==> config.mk <==
export PLATFORM = sky130hd
export DESIGN_NAME = core_pwr_seq
export DESIGN_NICKNAME = d
export VERILOG_FILES = /design/src/rtl/pwr_seq_pkg.sv /design/src/rtl/pwr_seq_target.sv /design/src/rtl/pwr_seq_latency.sv /design/src/rtl/core_pwr_seq.sv
export SDC_FILE = /design/constraint.sdc
export NUM_CORES = 1
export LEC_CHECK = 0
export ABC_AREA = 1
export CORE_MARGIN = 5
export CORE_UTILIZATION = 35
export CTS_CLUSTER_SIZE = 28
export DETAILED_ROUTE_END_ITERATION = 10
export PLACE_DENSITY_LB_ADDON = 0.08
export SLEW_MARGIN = 10
export SYNTH_ARGS = -nofsm -noshare
export SYNTH_HDL_FRONTEND = slang
export SYNTH_SLANG_ARGS = --single-unit
==> constraint.sdc <==
create_clock -name clk -period 4.05 [get_ports clk]
set_input_delay 1.0125 -clock clk [delete_from_list [all_inputs] [get_ports clk]]
set_output_delay 1.0125 -clock clk [all_outputs]
set_load 0.1 [all_outputs]
==> src/rtl/pwr_seq_pkg.sv <==
package pwr_seq_pkg;

    localparam int unsigned STATE_W = 3;

    typedef enum logic [STATE_W-1:0] {
        PS_FAST = 3'd0,
        PS_SLOW = 3'd1,
        PS_HALT = 3'd2,
        PS_DOZE = 3'd3,
        PS_OFF  = 3'd4
    } pstate_e;

    typedef enum logic [1:0] {
        PH_IDLE,
        PH_FLUSH,
        PH_VDD,
        PH_PLL
    } phase_e;

    typedef struct packed {
        pstate_e cur;
        pstate_e nxt;
        phase_e  ph;
        logic    clk_en;
        logic    pll_en;
        logic    vdd_on;
        logic    vsel_hi;
        logic    cache_pd;
        logic    l1_req;
        logic    l2_req;
        logic    l2_full;
    } ctl_t;

endpackage

==> src/rtl/pwr_seq_target.sv <==
module pwr_seq_target
    import pwr_seq_pkg::*;
(
    input  logic               clk,
    input  logic               rst_n,
    input  logic               req_valid,
    input  logic [STATE_W-1:0] req_state,
    input  logic               wake,
    output pstate_e            tgt
);

    pstate_e tgt_d, tgt_q;

    // A wake only matters while the held goal is a sleeping state;
    // an explicit in-range request overrides it.
    always_comb begin
        tgt_d = tgt_q;
        if (wake && (tgt_q >= PS_HALT)) begin
            tgt_d = PS_SLOW;
        end
        if (req_valid && (req_state <= PS_OFF)) begin
            tgt_d = pstate_e'(req_state);
        end
    end

    always_ff @(posedge clk or negedge rst_n) begin
        if (!rst_n) begin
            tgt_q <= PS_FAST;
        end else begin
            tgt_q <= tgt_d;
        end
    end

    assign tgt = tgt_q;

endmodule

==> src/rtl/pwr_seq_latency.sv <==
module pwr_seq_latency
    import pwr_seq_pkg::*;
#(
    parameter int unsigned CNT_W       = 8,
    parameter int unsigned BUDGET_HALT = 2,
    parameter int unsigned BUDGET_DOZE = 12,
    parameter int unsigned BUDGET_OFF  = 40
) (
    input  logic    clk,
    input  logic    rst_n,
    input  logic    start,
    input  pstate_e from_state,
    input  logic    waiting,
    output logic    viol
);

    localparam logic [CNT_W-1:0] CNT_MAX = {CNT_W{1'b1}};

    typedef struct packed {
        logic [CNT_W-1:0] cnt;
        logic [CNT_W-1:0] lim;
        logic             viol;
    } lat_t;

    lat_t d, q;

    always_comb begin
        d = q;
        if (start) begin
            d.cnt  = '0;
            d.viol = 1'b0;
            case (from_state)
                PS_HALT: d.lim = CNT_W'(BUDGET_HALT);
                PS_DOZE: d.lim = CNT_W'(BUDGET_DOZE);
                default: d.lim = CNT_W'(BUDGET_OFF);
            endcase
        end else if (waiting) begin
            if (q.cnt != CNT_MAX) begin
                d.cnt = q.cnt + 1'b1;
            end
            // this edge closes cycle cnt+1 of the wake
            if (q.cnt >= q.lim) begin
                d.viol = 1'b1;
            end
        end
    end

    always_ff @(posedge clk or negedge rst_n) begin
        if (!rst_n) begin
            q <= '0;
        end else begin
            q <= d;
        end
    end

    assign viol = q.viol;

endmodule

==> src/rtl/core_pwr_seq.sv <==
module core_pwr_seq
    import pwr_seq_pkg::*;
#(
    parameter int unsigned CNT_W       = 8,
    parameter int unsigned BUDGET_HALT = 2,
    parameter int unsigned BUDGET_DOZE = 12,
    parameter int unsigned BUDGET_OFF  = 40
) (
    input  logic               clk,
    input  logic               rst_n,
    input  logic               req_valid,
    input  logic [STATE_W-1:0] req_state,
    input  logic               wake,
    input  logic               l1_flush_done,
    input  logic               l2_flush_done,
    input  logic               vdd_good,
    input  logic               pll_lock,
    output logic               core_clk_en,
    output logic               pll_en,
    output logic               vdd_on,
    output logic               vsel_hi,
    output logic               cache_pwr_dn,
    output logic               l1_flush_req,
    output logic               l2_flush_req,
    output logic               l2_flush_full,
    output logic [STATE_W-1:0] cur_state,
    output logic               busy,
    output logic               lat_viol
);

    localparam ctl_t CTL_RESET = '{
        cur:      PS_FAST,
        nxt:      PS_FAST,
        ph:       PH_IDLE,
        clk_en:   1'b1,
        pll_en:   1'b1,
        vdd_on:   1'b1,
        vsel_hi:  1'b1,
        cache_pd: 1'b0,
        l1_req:   1'b0,
        l2_req:   1'b0,
        l2_full:  1'b0
    };

    pstate_e tgt;
    ctl_t    d, q;
    logic    wake_start;
    logic    wake_wait;

    pwr_seq_target u_target (
        .clk       (clk),
        .rst_n     (rst_n),
        .req_valid (req_valid),
        .req_state (req_state),
        .wake      (wake),
        .tgt       (tgt)
    );

    assign wake_wait = (q.ph == PH_VDD) || (q.ph == PH_PLL);

    pwr_seq_latency #(
        .CNT_W       (CNT_W),
        .BUDGET_HALT (BUDGET_HALT),
        .BUDGET_DOZE (BUDGET_DOZE),
        .BUDGET_OFF  (BUDGET_OFF)
    ) u_latency (
        .clk        (clk),
        .rst_n      (rst_n),
        .start      (wake_start),
        .from_state (q.cur),
        .waiting    (wake_wait),
        .viol       (lat_viol)
    );

    always_comb begin
        d          = q;
        wake_start = 1'b0;
        unique case (q.ph)
            PH_IDLE: begin
                if (tgt > q.cur) begin
                    // descend exactly one level
                    case (q.cur)
                        PS_FAST: begin
                            d.vsel_hi = 1'b0;
                            d.cur     = PS_SLOW;
                        end
                        PS_SLOW: begin
                            d.clk_en = 1'b0;
                            d.cur    = PS_HALT;
                        end
                        PS_HALT: begin
                            d.l1_req  = 1'b1;
                            d.l2_req  = 1'b1;
                            d.l2_full = 1'b0;
                            d.nxt     = PS_DOZE;
                            d.ph      = PH_FLUSH;
                        end
                        PS_DOZE: begin
                            d.l2_req  = 1'b1;
                            d.l2_full = 1'b1;
                            d.nxt     = PS_OFF;
                            d.ph      = PH_FLUSH;
                        end
                        default: ;
                    endcase
                end else if (tgt < q.cur) begin
                    if (q.cur == PS_SLOW) begin
                        d.vsel_hi = 1'b1;
                        d.cur     = PS_FAST;
                    end else begin
                        wake_start = 1'b1;
                        if (!q.vdd_on) begin
                            d.vdd_on   = 1'b1;
                            d.cache_pd = 1'b0;
                            d.ph       = PH_VDD;
                        end else begin
                            d.pll_en = 1'b1;
                            d.ph     = PH_PLL;
                        end
                    end
                end
            end
            PH_FLUSH: begin
                if (l2_flush_done && (l1_flush_done || !q.l1_req)) begin
                    d.l1_req = 1'b0;
                    d.l2_req = 1'b0;
                    d.ph     = PH_IDLE;
                    d.cur    = q.nxt;
                    if (q.nxt == PS_DOZE) begin
                        d.pll_en = 1'b0;
                    end else begin
                        d.cache_pd = 1'b1;
                        d.vdd_on   = 1'b0;
                    end
                end
            end
            PH_VDD: begin
                if (vdd_good) begin
                    d.pll_en = 1'b1;
                    d.ph     = PH_PLL;
                end
            end
            PH_PLL: begin
                if (pll_lock) begin
                    d.clk_en = 1'b1;
                    d.cur    = PS_SLOW;
                    d.ph     = PH_IDLE;
                end
            end
            default: d.ph = PH_IDLE;
        endcase
    end

    always_ff @(posedge clk or negedge rst_n) begin
        if (!rst_n) begin
            q <= CTL_RESET;
        end else begin
            q <= d;
        end
    end

    assign core_clk_en   = q.clk_en;
    assign pll_en        = q.pll_en;
    assign vdd_on        = q.vdd_on;
    assign vsel_hi       = q.vsel_hi;
    assign cache_pwr_dn  = q.cache_pd;
    assign l1_flush_req  = q.l1_req;
    assign l2_flush_req  = q.l2_req;
    assign l2_flush_full = q.l2_full;
    assign cur_state     = q.cur;
    assign busy          = (q.ph != PH_IDLE) || (tgt != q.cur);

endmodule

==> qor.csv, run 1 <==
metric,value,unit
"Clk Latency, worst-skew pair",0.29,ns
antenna violations before repair,0,
root buffer cell,clkbuf_8,
Fmax,0.332,GHz
# diodes,0,
R2R cell count,8,
Ports,24,
reg2reg start,q[8],
"CP delay by family, top",buffers and inverters,
complex-gate fraction of the synthesized area,0.105,
FP Rows,28,
Area after DPL,2330,um^2
mapped cell area,2070,um^2
PostCTS Resize Cnt,0,
status,completed,
clock tree buffer depth,2,
post-synthesis mux area share,0,
clk slew on worst S/H paths,0.07,ns
DRC Markers,0,
Synth Area in XOR/XNOR,0.00423,
Tot GR Track Use,0.136,
largest family of logic cells by synthesized area,simple AND/OR/NAND/NOR gates,
Syn Inst Count,282,
Max Cap Violations,0,
drt initial violations,42,
Synth Area in Simple Gates,0.343,
H-Tree Level Count,2,
"Seq/Total Area, Yosys",0.365,
CP peak stage delay,1.20,ns
CTS tree,yes,
worst hold path startpoint,pll_en,
First-pass DRT Iterations,4,
Routed WL per cell,11.9,um
HPWL after DPL,3440,um
Nets,329,
Synth Area per Inst,7.33,um^2
layout cells sized above 1,0.137,
Worst Setup SP,cur_state[0],
Hold Buf Count CTS,0,
share of the synthesized area in the top cell type,0.315,
"area leader, netlist",dfrtp_1,
# port buffers,23,
CP max stage cell,clkdlybuf4s50_1,
Area contributors post-synth,"dfrtp_1 (31%), nand2_1 (15%), ha_1 (7.3%)",
vias per inst,4.66,
crit path kind,reg2out,
Post-CTS Repair Setup Buffers,0,
Die ar.,7550,um^2
startpoint types,register,
final instance area,2420,um^2
final-report hold violation count,0,
syn_nets,305,
Max Slew Vio Count,0,
Layout area overhead,17.1,%
skew final,0.00706,ns
yosys warns,0,
Setup TNS,0,ns
Slew @ Worst Pin,0.974,ns
Via Count,1779,
critical path peak fanout,7,
GPL Wtd Cong,0.804,
Die Wd,86.9,um
WL final,4540,um
clock period minus worst slack,3.02,ns
HP Class,reg2reg,
Netlist cell types,32,
largest net degree at the start of global routing,31,
critical path depth,1,
period utilization,0.745,
Hold Path Depth,2,
Die Ht,86.9,um
synthesized-area fraction occupied by adder cells,0.0726,
total CTS buffers,5,
endpoints failing setup,0,
CP bufs+invs,1,
core box area,5820,um^2
Detail Route Antenna Nets,0,
CP endpoint kind,output port,
wire length of the first global-routing pass,8160,um
critical-path cell list,clkdlybuf4s50_1,
Critical Path AT,2.00,ns
RSZ-0062 raised after global routing,no,
Worst EP required,3.04,ns
vias in the first global route,1764,
total grt overflow,0,
CTS sink cnt,30,
Starting Density,0.356,
Yosys reg bits,30,
Slew headroom,0.349,
[sequential cells by signal, indices dropped and copies added (netlist names), 3 cells and up]
| signal | flops |
|---|---|
| q | 3 |
| u_target.tgt | 3 |
| u_latency.q | 12 |
| cur_state | 3 |
[path summary, 6_finish.rpt]
| kind | to | slack, ns |
|---|---|---|
| min in group asynchronous | u_latency.q[11] | 1.12 |
| min reg2reg | pll_en | 0.46 |
| max in group asynchronous | vdd_on | 2.61 |
| max reg2reg | u_latency.q[10] | 1.94 |
| max | cur_state[0] | 1.03 |
| min | pll_en | 0.46 |
[through the flow]
step	cells	worst slack, ns	hold WS [ns]	util
detailed placement	374	1.32	0.456	0.401
global route	382	0.978	0.482	0.417
CTS	382	1.01	0.467	0.417
floorplan	282	1.46	0.455	-
global placement	374	1.34	0.456	0.401
finish	382	1.03	0.461	0.417
[routing by layer]
metal  share of wire  GRT usage
met5               0          0
met4           0.016     0.0510
met3           0.030     0.0303
met2            0.46      0.212
met1            0.49      0.184
[synth_stat cells (all sizes together)]
library cell  number
buf                7
or2                1
o21ai             20
nor3               2
nand2             92
o211ai             1
ha                12
nand3             26
inv               42
nand3b             2
a22oi              1
nor3b              1
nand4              4
a21oi             13
nor2              26
xor2               1
dfrtp             26
dfstp              4
o21a               1
[logic make-up after synthesis]
| logic type | after synthesis |
|---|---|
| adder cells (fa/ha/maj) | 12 |
| XOR/XNOR | 1 |
| buffers and inverters | 49 |
| AO/OA/AOI/OAI | 36 |
| AND/OR/NAND/NOR | 154 |
| flip-flops | 30 |
[worst min-delay path, stage by stage (launching register included)]
cell     delay [ns]
dfstp_2        0.37
nand2_1        0.05
nand2_1        0.04
[area by class of cell]
type | count | area [um^2]
repair buffers | 24 | 235
flip-flops and latches | 30 | 756
fillers | 646 | 3390
clock buffers | 7 | 86.3
clock inverters | 1 | 5.00
multi-input cells | 203 | 1090
inverters | 42 | 160
well taps | 75 | 93.8
[cells in the final DEF (no fill, tap or decap), drive strengths merged]
cell,synthesis,final
nand3,26,26
o21ai,20,20
inv,42,42
nor3,2,2
dfstp,4,4
nor3b,1,1
xor2,1,1
clkinv,0,1
o211ai,1,1
ha,12,12
a21oi,13,13
o21a,1,1
clkbuf,0,7
a22oi,1,1
nand2,92,92
nand3b,2,2
or2,1,1
nand4,4,4
clkdlybuf4s50,0,22
dfrtp,26,26
nor2,26,26
buf,7,2
Power of run 1 is left out: the tool's default activity adds up to more than one toggle a clock period on the data nets, which glitch-free logic cannot reach.
==> run 2, diff against run 1 <==
==> constraint.sdc (replaced) <==
create_clock -name clk -period 3.1 [get_ports clk]
set_input_delay 0.775 -clock clk [delete_from_list [all_inputs] [get_ports clk]]
set_output_delay 0.775 -clock clk [all_outputs]
set_load 0.1 [all_outputs]
==> run 2 against run 1 <==
  * Register-to-register slack worse by 0.91 ns
  * Flip-flop and latch count is the same
  * Global-route usage is 0.49 points lower
  * Critical path type unchanged
  * Design area is 1.2% lower
  * First-iteration DRC count up 76%
  * Sequential share of layout area increased by 0.39 points
==> qor.csv, run 2 (synthesis gave the netlist of run 1 again) <==
metric,value,unit
largest net degree at the start of global routing,31,
layout cells sized above 1,0.176,
Fmax,0.383,GHz
antenna violations before repair,0,
Max Slew Vio Count,0,
H-Tree Level Count,2,
Layout area overhead,15.7,%
vias per inst,4.65,
Via Count,1776,
drt initial violations,74,
Starting Density,0.356,
DRC Markers,0,
First-pass DRT Iterations,5,
total grt overflow,0,
GPL Wtd Cong,0.827,
final core occ,0.411,
Tot GR Track Use,0.131,
skew final,0.00646,ns
"most common cell after layout, fill and taps aside",nand2_1,
Largest register FFs,12,
clock tree buffer depth,2,
root buffer cell,clkbuf_8,
vias in the first global route,1736,
Post-CTS Repair Setup Buffers,0,
CP endpoint kind,output port,
"CP delay by family, top",buffers and inverters,
"Clk Latency, worst-skew pair",0.28,ns
Worst EP required,2.32,ns
Ports,24,
Die Ht,86.9,um
CP max stage cell,ha_1,
CTS sink cnt,30,
hold_ws,0.461,ns
status,completed,
final instance area,2390,um^2
wire length of the first global-routing pass,7930,um
Hold Buf Count CTS,0,
CP bufs+invs,4,
"commonest non-fill, non-tap cells in the layout","nand2_1 (82), inv_1 (39), dfrtp_1 (26)",
PostCTS Resize Cnt,0,
register with the most flip-flops,u_latency.q,
Detail Route Antenna Nets,0,
# port buffers,23,
Nets,329,
FP Rows,28,
HP Class,reg2reg,
total CTS buffers,5,
Slew headroom,0.468,
Area after DPL,2300,um^2
startpoint types,register,
Slew @ Worst Pin,0.797,ns
Max Cap Violations,0,
core box area,5820,um^2
critical-path cell list,inv_1 > ha_1 > inv_2 > nor2_1 > inv_1 > buf_4,
CP peak stage delay,0.43,ns
period utilization,0.843,
Setup TNS,0,ns
clock period minus worst slack,2.61,ns
Routed WL per cell,11.6,um
CTS tree,yes,
Die Wd,86.9,um
clk slew on worst S/H paths,0.06,ns
Die ar.,7550,um^2
critical path peak fanout,14,
crit path kind,reg2out,
"most used cell, CP",inv_1,
RSZ-0062 raised after global routing,no,
HPWL after DPL,3480,um
final-report hold violation count,0,
Critical Path AT,1.84,ns
endpoints failing setup,0,
# diodes,0,
WL final,4440,um
-- run 2: changes by cell type in the layout (fill, tap and decap cells not counted), sizes merged --
cell / change
buf: +12
clkdlybuf4s50: -12
-- run 2: worst register-to-register path, delay by kind of cell (launching register included) --
kind                       cells  cell delay [ns]
buffers and inverters          3             0.25
and+or+nand+nor                4             0.39
adders and majority gates      1             0.37
DFF                            1             0.40
AOI/OAI and AO/OA              2             0.54
-- run 2: worst paths after layout --
kind | from | endpoint | slack (ns) | cells past startpoint
max | q[8] | busy | 0.49 | 6
min | pll_en | pll_en | 0.46 | 2
min in group asynchronous | rst_n | u_latency.q[11] | 0.89 | 2
max reg2reg | cur_state[2] | u_latency.q[15] | 1.03 | 10
max in group asynchronous | rst_n | pll_en | 1.88 | 2
min reg2reg | pll_en | pll_en | 0.46 | 2
-- run 2: area by class of cell --
class	instances	area (um^2)
clock buffers	7	86.3
inverters	42	160
repair buffers	24	205
flip-flops and latches	30	756
clock inverters	1	5.00
well taps	75	93.8
multi-input cells	203	1090
fillers	623	3420
-- run 2: per-layer routing --
layer	global-route usage	share of wire	vias up
met5	0	0	-
met4	0.0453	0.017	0
met3	0.0341	0.036	6
met2	0.206	0.45	25
met1	0.175	0.50	802
li1	-	-	943
-- run 2: per-stage QoR --
stage	instances	setup WS, ns
floorplan	282	0.751
global placement	374	0.796
detailed placement	374	0.772
CTS	382	0.464
global route	382	0.323
finish	382	0.488
Power of run 2 is left out for the same reason.
==> run 3, diff against run 2 <==
==> constraint.sdc (replaced) <==
create_clock -name clk -period 2.2 [get_ports clk]
set_input_delay 0.55 -clock clk [delete_from_list [all_inputs] [get_ports clk]]
set_output_delay 0.55 -clock clk [all_outputs]
set_load 0.1 [all_outputs]
==> run 3 against run 2 <==
  * Non-clock buffer count rose by 4
  * First-iteration DRC count decreased by 65%
  * Cell count up 1.0%
  * Largest cell class unchanged
==> qor.csv, run 3 (synthesis gave the netlist of run 1 again) <==
metric,value,unit
status,completed,
total CTS buffers,5,
crit path kind,reg2out,
largest net degree at the start of global routing,31,
Layout area overhead,22.4,%
Setup TNS,0,ns
WL final,4740,um
Routed WL per cell,12.3,um
RSZ-0062 raised after global routing,no,
Tot GR Track Use,0.142,
met1 WL,2260,um
endpoints failing setup,0,
clk slew on worst S/H paths,0.07,ns
layout cells sized above 1,0.193,
Max Slew Vio Count,0,
H-Tree Level Count,2,
Worst EP required,1.65,ns
wire length of the first global-routing pass,8280,um
CP endpoint kind,output port,
Via Count,1770,
critical path peak fanout,6,
Starting Density,0.356,
DRC Markers,0,
register with the most flip-flops,u_latency.q,
vias in the first global route,1795,
total grt overflow,0,
Detail Route Antenna Nets,0,
Fmax,0.477,GHz
vias per inst,4.59,
GPL Wtd Cong,0.861,
skew final,0.00427,ns
"commonest non-fill, non-tap cells in the layout","nand2_1 (82), inv_1 (39), dfrtp_1 (26)",
Critical Path AT,1.54,ns
CP peak stage delay,0.40,ns
"Clk Latency, worst-skew pair",0.28,ns
HP Class,reg2reg,
Slew @ Worst Pin,0.787,ns
antenna violations before repair,0,
drt initial violations,26,
critical-path cell list,ha_1 > nand3_4 > nor2_2 > inv_1 > buf_12,
Largest register FFs,12,
period utilization,0.952,
met3 WL,192,um
DR top layer,met4,
HPWL after DPL,3700,um
# port buffers,23,
"most common cell after layout, fill and taps aside",nand2_1,
Die ar.,7550,um^2
Nets,333,
core box area,5820,um^2
CTS sink cnt,30,
Max Cap Violations,0,
root buffer cell,clkbuf_8,
First-pass DRT Iterations,6,
Die Ht,86.9,um
Die Wd,86.9,um
clock tree buffer depth,2,
Slew headroom,0.475,
clock period minus worst slack,2.09,ns
final-report hold violation count,0,
Ports,24,
CTS tree,yes,
wire length on met2,2180,um
CP max stage cell,dfrtp_1,
startpoint types,register,
# diodes,0,
FP Rows,28,
run 3: cell types whose count changed in the layout (fill, tap and decap cells not counted), sizes merged:
cell / before / now
buf: 14 / 18
run 3: area by class of cell:
type	count	area, um^2
fillers	642	3280
multi-input cells	203	1110
flip-flops and latches	30	756
repair buffers	28	323
inverters	42	160
well taps	75	93.8
clock buffers	7	86.3
clock inverters	1	5.00
run 3: timing repair:
action | 4_1_cts | 5_1_grt
setup buffers | 1 | 0
resized for setup | 2 | 1
setup endpoints to repair | 1 | 1
hold buffers | 0 | 0
run 3: stage by stage:
| stage | std cells | util | cell area [um^2] | setup slack (ns) | hold slack, ns |
|---|---|---|---|---|---|
| 3_3_place_gp | 377 | 0.415 | 2410 | 0.198 | 0.464 |
| 5_1_grt | 386 | 0.435 | 2530 | 0.0314 | 0.512 |
| 3_5_place_dp | 377 | 0.415 | 2410 | 0.125 | 0.473 |
| 2_1_floorplan | 282 | - | 2070 | 0.0758 | 0.254 |
| 4_1_cts | 386 | 0.434 | 2520 | 0.0425 | 0.487 |
| 6_report | 386 | 0.435 | 2530 | 0.105 | 0.486 |
run 3: critical path: cells and delay by family (launching register included):
| kind | cells | cell delay, ns |
|---|---|---|
| DFF | 1 | 0.40 |
| and+or+nand+nor | 2 | 0.25 |
| buffers and inverters | 2 | 0.24 |
| adders and majority gates | 1 | 0.36 |
run 3: worst paths after layout:
kind                                      start         endpoint  slack, ns  cells past startpoint
worst max-delay path            u_target.tgt[1]             busy       0.11                      5
worst min-delay path                     pll_en           pll_en       0.49                      2
worst max register to register     cur_state[2]  u_latency.q[15]       0.25                     10
worst min register to register           pll_en           pll_en       0.49                      2
max in group asynchronous                 rst_n      core_clk_en       1.21                      2
min in group asynchronous                 rst_n  u_latency.q[12]       0.67                      2
run 3: metal layers:
metal	GRT usage	vias up
met5	0	-
met4	0.0609	0
met3	0.0445	11
met2	0.235	25
met1	0.167	790
li1	-	944
Power of run 3 is left out for the same reason.
